`src/rtl/hraster_pkg.sv`:
```
// Shared sizing for the horizontal raster counter.
// Assumes the line length stays well below 2**POS_W.
package hraster_pkg;
    localparam int CNT_W       = 8;   // counter width seen by the decoder
    localparam int POS_W       = 7;   // bits used by latch and comparator
    localparam int WRAP_COUNT  = 70;  // terminal count, last position on a line
    localparam int SYNC_STAGES = 2;   // light-pen synchronizer depth
endpackage

```
`src/rtl/hraster_count.sv`:
```
// Free-running horizontal position counter.
// Steps on every clock; returns to zero after the terminal count or on an
// external line reset. Assumes rst_n is synchronous to clk.
module hraster_count
    import hraster_pkg::*;
#(
    parameter int W    = CNT_W,
    parameter int LAST = WRAP_COUNT
) (
    input  logic         clk,
    input  logic         rst_n,
    input  logic         line_rst,
    output logic [W-1:0] cnt,
    output logic         at_last
);
    localparam logic [W-1:0] LAST_V = W'(LAST);

    logic clear_now;

    // Decode of the terminal count over all bits.
    always_comb at_last = (cnt == LAST_V);

    // Either reset source zeroes the counter and blocks the step.
    always_comb clear_now = at_last | line_rst;

    // Counter register: zero on reset or clear, otherwise increment.
    always_ff @(posedge clk) begin
        if (!rst_n || clear_now) cnt <= '0;
        else                     cnt <= cnt + 1'b1;
    end

    AST_STEP_ONE: assert property (@(posedge clk) disable iff (!rst_n)
        (cnt != LAST_V && !line_rst) |=> (cnt == W'($past(cnt) + 1'b1)));
    AST_WRAP_ZERO: assert property (@(posedge clk) disable iff (!rst_n)
        (cnt == LAST_V) |=> (cnt == '0));
    AST_LINE_RST: assert property (@(posedge clk) disable iff (!rst_n)
        line_rst |=> (cnt == '0));
    AST_IN_RANGE: assert property (@(posedge clk) disable iff (!rst_n)
        (cnt <= LAST_V));
endmodule

```
`src/rtl/hraster_pen.sv`:
```
// Light-pen horizontal capture register.
// Synchronizes an asynchronous strobe and loads the position on its rising
// edge, once per frame. frame_clr re-arms capture and wins over a
// same-cycle edge.
module hraster_pen
    import hraster_pkg::*;
#(
    parameter int PW     = POS_W,
    parameter int STAGES = SYNC_STAGES
) (
    input  logic          clk,
    input  logic          rst_n,
    input  logic          strobe,
    input  logic          frame_clr,
    input  logic [PW-1:0] pos,
    output logic [PW-1:0] pen_x
);
    logic [STAGES:0] sync_q;
    logic            armed;
    logic            rise;
    logic            take;

    // Synchronizer chain plus one extra stage for edge detection.
    always_ff @(posedge clk) begin
        if (!rst_n) sync_q <= '0;
        else        sync_q <= {sync_q[STAGES-1:0], strobe};
    end

    // Rising edge of the synchronized strobe.
    always_comb rise = sync_q[STAGES-1] & ~sync_q[STAGES];

    // Capture is allowed only while armed and not being cleared.
    always_comb take = rise & armed & ~frame_clr;

    // Arming state: cleared by a capture, set again by frame_clr.
    always_ff @(posedge clk) begin
        if (!rst_n || frame_clr) armed <= 1'b1;
        else if (take)           armed <= 1'b0;
    end

    // Capture register.
    always_ff @(posedge clk) begin
        if (!rst_n)    pen_x <= '0;
        else if (take) pen_x <= pos;
    end

    AST_PEN_HOLD: assert property (@(posedge clk) disable iff (!rst_n)
        (!armed && !frame_clr) |=> $stable(pen_x));
    AST_PEN_DISARM: assert property (@(posedge clk) disable iff (!rst_n)
        (rise && armed && !frame_clr) |=> !armed);
endmodule

```
`src/rtl/hraster_origin.sv`:
```
// Registered comparator of the low position bits against the origin.
// Emits one pulse per run of equal cycles. Assumes origin_x is quasi-static.
module hraster_origin
    import hraster_pkg::*;
#(
    parameter int PW = POS_W
) (
    input  logic          clk,
    input  logic          rst_n,
    input  logic [PW-1:0] pos,
    input  logic [PW-1:0] origin_x,
    output logic          hit
);
    logic eq_now;
    logic eq_prev;

    // Equality of the low bits; the top counter bit is not an input here.
    always_comb eq_now = (pos == origin_x);

    // Remember the previous compare and pulse on its rising edge.
    always_ff @(posedge clk) begin
        if (!rst_n) begin
            eq_prev <= 1'b0;
            hit     <= 1'b0;
        end else begin
            eq_prev <= eq_now;
            hit     <= eq_now & ~eq_prev;
        end
    end

    AST_HIT_SINGLE: assert property (@(posedge clk) disable iff (!rst_n)
        hit |=> !hit);
    AST_HIT_CAUSE: assert property (@(posedge clk) disable iff (!rst_n)
        $rose(hit) |-> $past(eq_now));
endmodule

```
`src/rtl/hraster_counter.sv`:
```
// Top of the horizontal raster counter: the counter, the light-pen capture
// register and the origin comparator. Only the low POS_W bits leave toward
// the capture register and the comparator.
module hraster_counter
    import hraster_pkg::*;
(
    input  logic             clk,
    input  logic             rst_n,
    input  logic             line_rst,
    input  logic             pen_strobe,
    input  logic             frame_clr,
    input  logic [POS_W-1:0] origin_x,
    output logic [CNT_W-1:0] hpos,
    output logic             at_wrap,
    output logic [POS_W-1:0] pen_x,
    output logic             origin_hit
);
    logic [POS_W-1:0] pos_low;

    // Low bits shared by the capture register and the comparator.
    always_comb pos_low = hpos[POS_W-1:0];

    hraster_count #(.W(CNT_W), .LAST(WRAP_COUNT)) u_count (
        .clk      (clk),
        .rst_n    (rst_n),
        .line_rst (line_rst),
        .cnt      (hpos),
        .at_last  (at_wrap)
    );

    hraster_pen #(.PW(POS_W), .STAGES(SYNC_STAGES)) u_pen (
        .clk       (clk),
        .rst_n     (rst_n),
        .strobe    (pen_strobe),
        .frame_clr (frame_clr),
        .pos       (pos_low),
        .pen_x     (pen_x)
    );

    hraster_origin #(.PW(POS_W)) u_origin (
        .clk      (clk),
        .rst_n    (rst_n),
        .pos      (pos_low),
        .origin_x (origin_x),
        .hit      (origin_hit)
    );

    AST_WRAP_FLAG: assert property (@(posedge clk) disable iff (!rst_n)
        at_wrap |=> (hpos == '0));
    AST_TOP_BIT: assert property (@(posedge clk) disable iff (!rst_n)
        !hpos[CNT_W-1]);
endmodule

```
`config.mk`:
```
export PLATFORM = sky130hd
export DESIGN_NAME = hraster_counter
export DESIGN_NICKNAME = d
export VERILOG_FILES = /design/src/rtl/hraster_pkg.sv /design/src/rtl/hraster_count.sv /design/src/rtl/hraster_pen.sv /design/src/rtl/hraster_origin.sv /design/src/rtl/hraster_counter.sv
export SDC_FILE = /design/constraint.sdc
export NUM_CORES = 1
export LEC_CHECK = 0
export ABC_CLOCK_PERIOD_IN_PS = 4500
export BUFFER_PORTS_ARGS = -buffer_cell sky130_fd_sc_hd__buf_2
export CAP_MARGIN = 20
export CORE_MARGIN = 8
export CORE_UTILIZATION = 55
export CTS_BUF_LIST = sky130_fd_sc_hd__clkbuf_4
export DETAILED_ROUTE_END_ITERATION = 8
export PLACE_DENSITY_LB_ADDON = 0.12
export SETUP_SLACK_MARGIN = 0.3
export SLEW_MARGIN = 40
export SYNTH_ARGS = -nofsm -noshare
export SYNTH_HDL_FRONTEND = slang
export SYNTH_HIERARCHICAL = 1
export SYNTH_SLANG_ARGS = --single-unit
```
`constraint.sdc`:
```
create_clock -name clk -period 4.5 [get_ports clk]
set_input_delay 0 -clock clk [delete_from_list [all_inputs] [get_ports clk]]
set_output_delay 0 -clock clk [all_outputs]
set_load 0.02 [all_outputs]
```
==> results.cfg, run 1 <==
[outcome]
status = completed

[synth]
synth_xor_area_frac = 0.0845
synth_simple_gate_area_frac = 0.228
async_flop_share = 0
ys_types = 23
syn_area_per_cell_um2 = 9.62
synthMuxAreaShare = 0.0751
yosysWarnings = 6
synth_adder_area_share = 0.0268
mappedNetlistArea_um2 = 933
ys_ff_latch = 21
syn_inst = 97
synth_compound_gate_area_share = 0.0791
synth_top_family_by_area = simple AND/OR/NAND/NOR gates
synth-main-ff-cell = dfxtp_1
ys_seq_area_frac = 0.450
syn_nets = 111
synth-edff-count = 0

[clocking]
cts.repair.resized = 0
cts_tree = done
cts_num_sinks = 21
post_cts_buffers = 0
cts_buffers = 3
insertion_delay_ns = 0.31
clockBufferDepth = 2
hold_buffers = 2
clkTransAtPathRegs_ns = 0.12
cts_root_buf = clkbuf_4
htree_num_levels = 1

[grt]
grt_start_max_net_pins = 21
track_usage = 0.121
antenna_found_initial = 0
grt_pass1_vias = 758
grt_pass1_wl_mm = 3.26
gr-total-overflow = 0

[timing]
rsz0062_at_grt = no
slew_headroom = 0.705
hold_viol = 0
finalWorstSetupSlack_ns = 2.61
timing.final.crit_share = 0.421
timing.fmax_ghz = 0.528
slew_viol_final = 0
skew_ns = 0.00771
finalSetupViolCount = 0
period_minus_slack_ns = 1.89
worstMarginPinSlew_ns = 0.441
tns_ns = 0

[pwr]
peakVddDrop_mv = 0.198
p_leak_nw = 0.453
power_density_mw_per_mm2 = 275
p_total_mw = 0.305

[cells_and_area]
seq_area_um2 = 420
fill_cells = 147
multi_input_area_um2 = 460
nets = 143
num_antenna_cells = 0
layout_common_cells = 28 x buf_2, 21 x dfxtp_1, 17 x nand2_1, 7 x xnor2_1, 7 x mux2i_1
drive_gt1_frac = 0.273
syn_to_final_growth_pct = 18.8
fin_util = 0.671
layout_commonest_cell = buf_2

[routing]
ant_nets = 0
wl_mm = 1.95
wl_met1_um = 900
top_layer_used = met4
drtIter0Drc = 11
wl_met3_um = 145
drt-wirelength-per-cell_um = 13.4
vias = 762
avgViaCountPerCell = 5.26
met2_length_um = 889
drc = 0
dr.pass1.iters = 4

[job]
max_cap_violations = 0

[worst_hold_path]
hold_class = input pin to register

[floorplanning]
die_area_mm2 = 0.00327
die_w_um = 57.2
initial_core_util = 0.565
num_io_pins = 29
fp.dieH_um = 57.2
fp-row-count = 15
core_mm2 = 0.00165

[place]
post-place-ws_ns = 2.69
gp_congestion = 0.817
hpwl_mm = 1.40
port_buffers = 28

[critical_path]
cp.arrival_ns = 1.89
crit_path_end_kind = output pin
cp_data_required_time_ns = 4.50
crit_type = register to output pin
cp_max_fo = 8
startpoint_type = register
-- cells in the mapped netlist (3+ instances only) --
cell type,n,area (µm²)
nand3_1,5,25.0
inv_1,5,18.8
xnor2_1,7,61.3
mux2i_1,7,70.1
or3_1,3,18.8
buf_6,3,33.8
nand2_1,17,63.8
dfxtp_1,21,420
and2_1,3,18.8
nor2_1,5,18.8
a21oi_1,3,15.0
o21ai_0,3,15.0
-- metal layers --
metal | GRT usage | vias up
li1 | - | 389
met1 | 0.130 | 344
met2 | 0.197 | 27
met3 | 0.0643 | 2
met4 | 0.0403 | 0
met5 | 0 | -
-- logic make-up (layout without fill, tap and decap cells) --
kind of cell | Yosys count | in the layout
muxes | 7 | 7
xor gates and xnor gates | 9 | 9
AOI/OAI and AO/OA | 9 | 9
DFF | 21 | 21
adders and majority gates | 2 | 2
buffers and inverters | 8 | 39
and+or+nand+nor | 41 | 41
-- critical path: stages (launching register included) --
cell	delay [ns]
dfxtp_1	0.51
ha_1	0.20
or4b_4	0.48
nor3_1	0.21
buf_2	0.20
-- layout make-up --
class                           instances  area share
Tap cell                               17      0.0192
Clock inverter                          1     0.00451
Inverter                                5      0.0169
Multi-Input combinational cell         68       0.415
Timing Repair Buffer                   30       0.144
Clock buffer                            3      0.0203
Sequential cell                        21       0.379
-- report_power, final --
part	switching [mW]	internal, mW	leakage [nW]
registers	0.00251	0.188	0.170
clock network	0.0568	0.0332	0.0177
logic	0.0123	0.0119	0.266
total	0.0716	0.233	0.453
-- metrics by stage --
step | hold slack [ns] | cell area (µm²) | instances
after floorplan | 0.0943 | 933 | 97
after global placement | 0.192 | 1060 | 139
after detailed placement | 0.196 | 1060 | 139
after CTS | 0.0228 | 1110 | 145
after global routing | 0.0421 | 1110 | 145
final | 0.0214 | 1110 | 145
-- worst paths after layout --
kind / startpoint / to / slack [ns] / depth (start not counted)
setup reg to reg: u_count/cnt[1]$_SDFF_PP0_ / u_count/cnt[3]$_SDFF_PP0_ / 2.65 / 4
hold / removal: origin_x[0] / u_origin/hit$_SDFF_PN0_ / 0.02 / 4
hold reg to reg: u_origin/eq_prev$_SDFF_PN0_ / u_origin/hit$_SDFF_PN0_ / 0.42 / 1
setup / recovery: u_count/cnt[1]$_SDFF_PP0_ / at_wrap / 2.61 / 4
-- sequential cells by signal (all words and copies together), names as in the netlist --
register / count
u_count/cnt: 8
u_origin/eq_prev: 1
u_origin/hit: 1
u_pen/armed: 1
u_pen/pen_x: 7
u_pen/sync_q: 3
(Power assumes the default switching activity.)
==> run 2, diff against run 1 <==
- ABC_CLOCK_PERIOD_IN_PS: 4500 -> 1500
- CORE_UTILIZATION: 55 -> 46
- clock period: 4.5 -> 1.5 ns (I/O delays scaled with it)
==> results.cfg, run 2 (synthesis results as in run 1) <==
[outcome]
status = finished, violations left
failed_checks = setup timing

[clocking]
htree_num_levels = 1
cts_tree = done
clockBufferDepth = 2
cts_num_sinks = 21
clkTransAtPathRegs_ns = 0.12
cts_buffers = 3
insertion_delay_ns = 0.30
cts_root_buf = clkbuf_4

[timing]
hold_viol = 0
worstMarginPinSlew_ns = 0.404
slew_viol_final = 0
worst_hold_slack_ns = 0.0170
period_minus_slack_ns = 1.60
finalSetupViolCount = 9
skew_ns = 0.00736
timing.fmax_ghz = 0.627
timing.final.crit_share = 1.06
rsz0062_at_grt = yes
slew_headroom = 0.730
finalWorstSetupSlack_ns = -0.0953

[grt]
antenna_found_initial = 0
grt_start_max_net_pins = 21
grt_pass1_vias = 765
gr-total-overflow = 0
grt_pass1_wl_mm = 3.35
track_usage = 0.120

[cells_and_area]
layout_common_cells = 27 x buf_2, 19 x dfxtp_1, 17 x nand2_1, 7 x xnor2_1, 7 x mux2i_1
seq_area_um2 = 428
fin_area_mm2 = 0.00123
drive_gt1_frac = 0.396
layout_commonest_cell = buf_2
largest_register = u_count/cnt
multi_input_area_um2 = 503
nets = 149
num_antenna_cells = 0
syn_to_final_growth_pct = 31.6
fill_cells = 189
largestRegisters = u_count/cnt: 8 flops, u_pen/pen_x: 7 flops, u_pen/sync_q: 3 flops
largest_reg_flops = 8

[pwr]
combinationalPowerShare = 0.095
p_clk_frac = 0.303
p_int_mw = 0.728
p_leak_nw = 0.485
peakVddDrop_mv = 0.638
swShare = 0.228
p_seq_frac = 0.601
power_density_mw_per_mm2 = 767
switchingPower_mw = 0.215

[floorplanning]
initial_core_util = 0.481
fp.dieH_um = 61.0
fp-row-count = 16
num_io_pins = 29
die_area_mm2 = 0.00373
die_w_um = 61.0
core_mm2 = 0.00194

[routing]
vias = 801
drc = 0
drtIter0Drc = 22
avgViaCountPerCell = 4.98
dr.pass1.iters = 4
ant_nets = 0
wl_mm = 2.22
drt-wirelength-per-cell_um = 13.8

[place]
port_buffers = 28
dpl_cell_area_mm2 = 0.00112
gp_congestion = 0.786
hpwl_mm = 1.56

[critical_path]
startpoint_type = register
cp_max_fo = 2
cp_cell_sequence = inv_2, ha_4, or4b_4, nor3_4, buf_6
cp_data_required_time_ns = 1.50
cpPeakStageDelay_ns = 0.49
cp.arrival_ns = 1.60
crit_path_end_kind = output pin
worst_path_max_delay_cell = or4b_4
crit_type = register to output pin

[job]
max_cap_violations = 0

[worst_hold_path]
hold_class = input pin to register
run 2: cell count changes in the layout (fill, tap and decap cells not counted), sizes merged:
cell    previous run  this run
clkinv             1         0
clkbuf             3         4
buf               28        34
run 2: final timing paths:
check,startpoint,slack [ns],end,depth (start not counted)
max,u_count/cnt[0]$_SDFF_PP0_,-0.1,at_wrap,5
min,origin_x[0],0.02,u_origin/hit$_SDFF_PN0_,4
max reg2reg,u_count/cnt[0]$_SDFF_PP0_,-0.09,u_count/cnt[7]$_SDFF_PP0_,6
min reg2reg,u_origin/eq_prev$_SDFF_PN0_,0.43,u_origin/hit$_SDFF_PN0_,1
run 2: area by class of cell:
class	count	share of cell area
well taps	27	0.0275
clock buffers	4	0.0244
multi-input cells	68	0.409
inverters	5	0.0153
flip-flops and latches	21	0.348
repair buffers	36	0.175
run 2: layer usage:
layer | share of wire | vias up | wire length [µm] | global-route usage
li1 | - | 400 | - | -
met1 | 0.42 | 376 | 924 | 0.129
met2 | 0.50 | 23 | 1120 | 0.212
met3 | 0.071 | 2 | 158 | 0.0292
met4 | 0.0063 | 0 | 14 | 0.0598
met5 | 0 | - | 0 | 0
run 2: power by group through the flow:
stage / clock network [mW] / logic (mW) / registers, mW
2_1_floorplan: 0 / 0.0458 / 0.586
3_3_place_gp: 0 / 0.0764 / 0.578
3_5_place_dp: 0 / 0.0787 / 0.579
4_1_cts: 0.305 / 0.0885 / 0.567
5_1_grt: 0.321 / 0.101 / 0.568
6_report: 0.286 / 0.0900 / 0.567
run 2: timing repair:
action | in CTS | in global routing
setup buffers | 1 | 0
resized for setup | 8 | 6
pin swaps | 3 | 1
hold endpoints to repair | 2 | 0
hold buffers | 2 | 0
setup endpoints to repair | 9 | 12
run 2: critical path, delay by kind of cell, from the launching register on:
| kind | cells | cell delay [ns] |
|---|---|---|
| and+or+nand+nor | 2 | 0.64 |
| DFF | 1 | 0.36 |
| buffers and inverters | 2 | 0.19 |
| adders and majority gates | 1 | 0.10 |
run 2: per-stage QoR:
stage | total power [mW] | util | cells | TNS, ns | setup slack (ns)
2_1_floorplan | 0.632 | - | 97 | -0.242 | -0.0312
3_3_place_gp | 0.655 | 0.576 | 154 | -0.278 | -0.0411
3_5_place_dp | 0.658 | 0.576 | 154 | -0.524 | -0.0748
4_1_cts | 0.960 | 0.624 | 161 | -0.726 | -0.0854
5_1_grt | 0.990 | 0.633 | 161 | -1.26 | -0.174
6_report | 0.942 | 0.633 | 161 | -0.717 | -0.0953
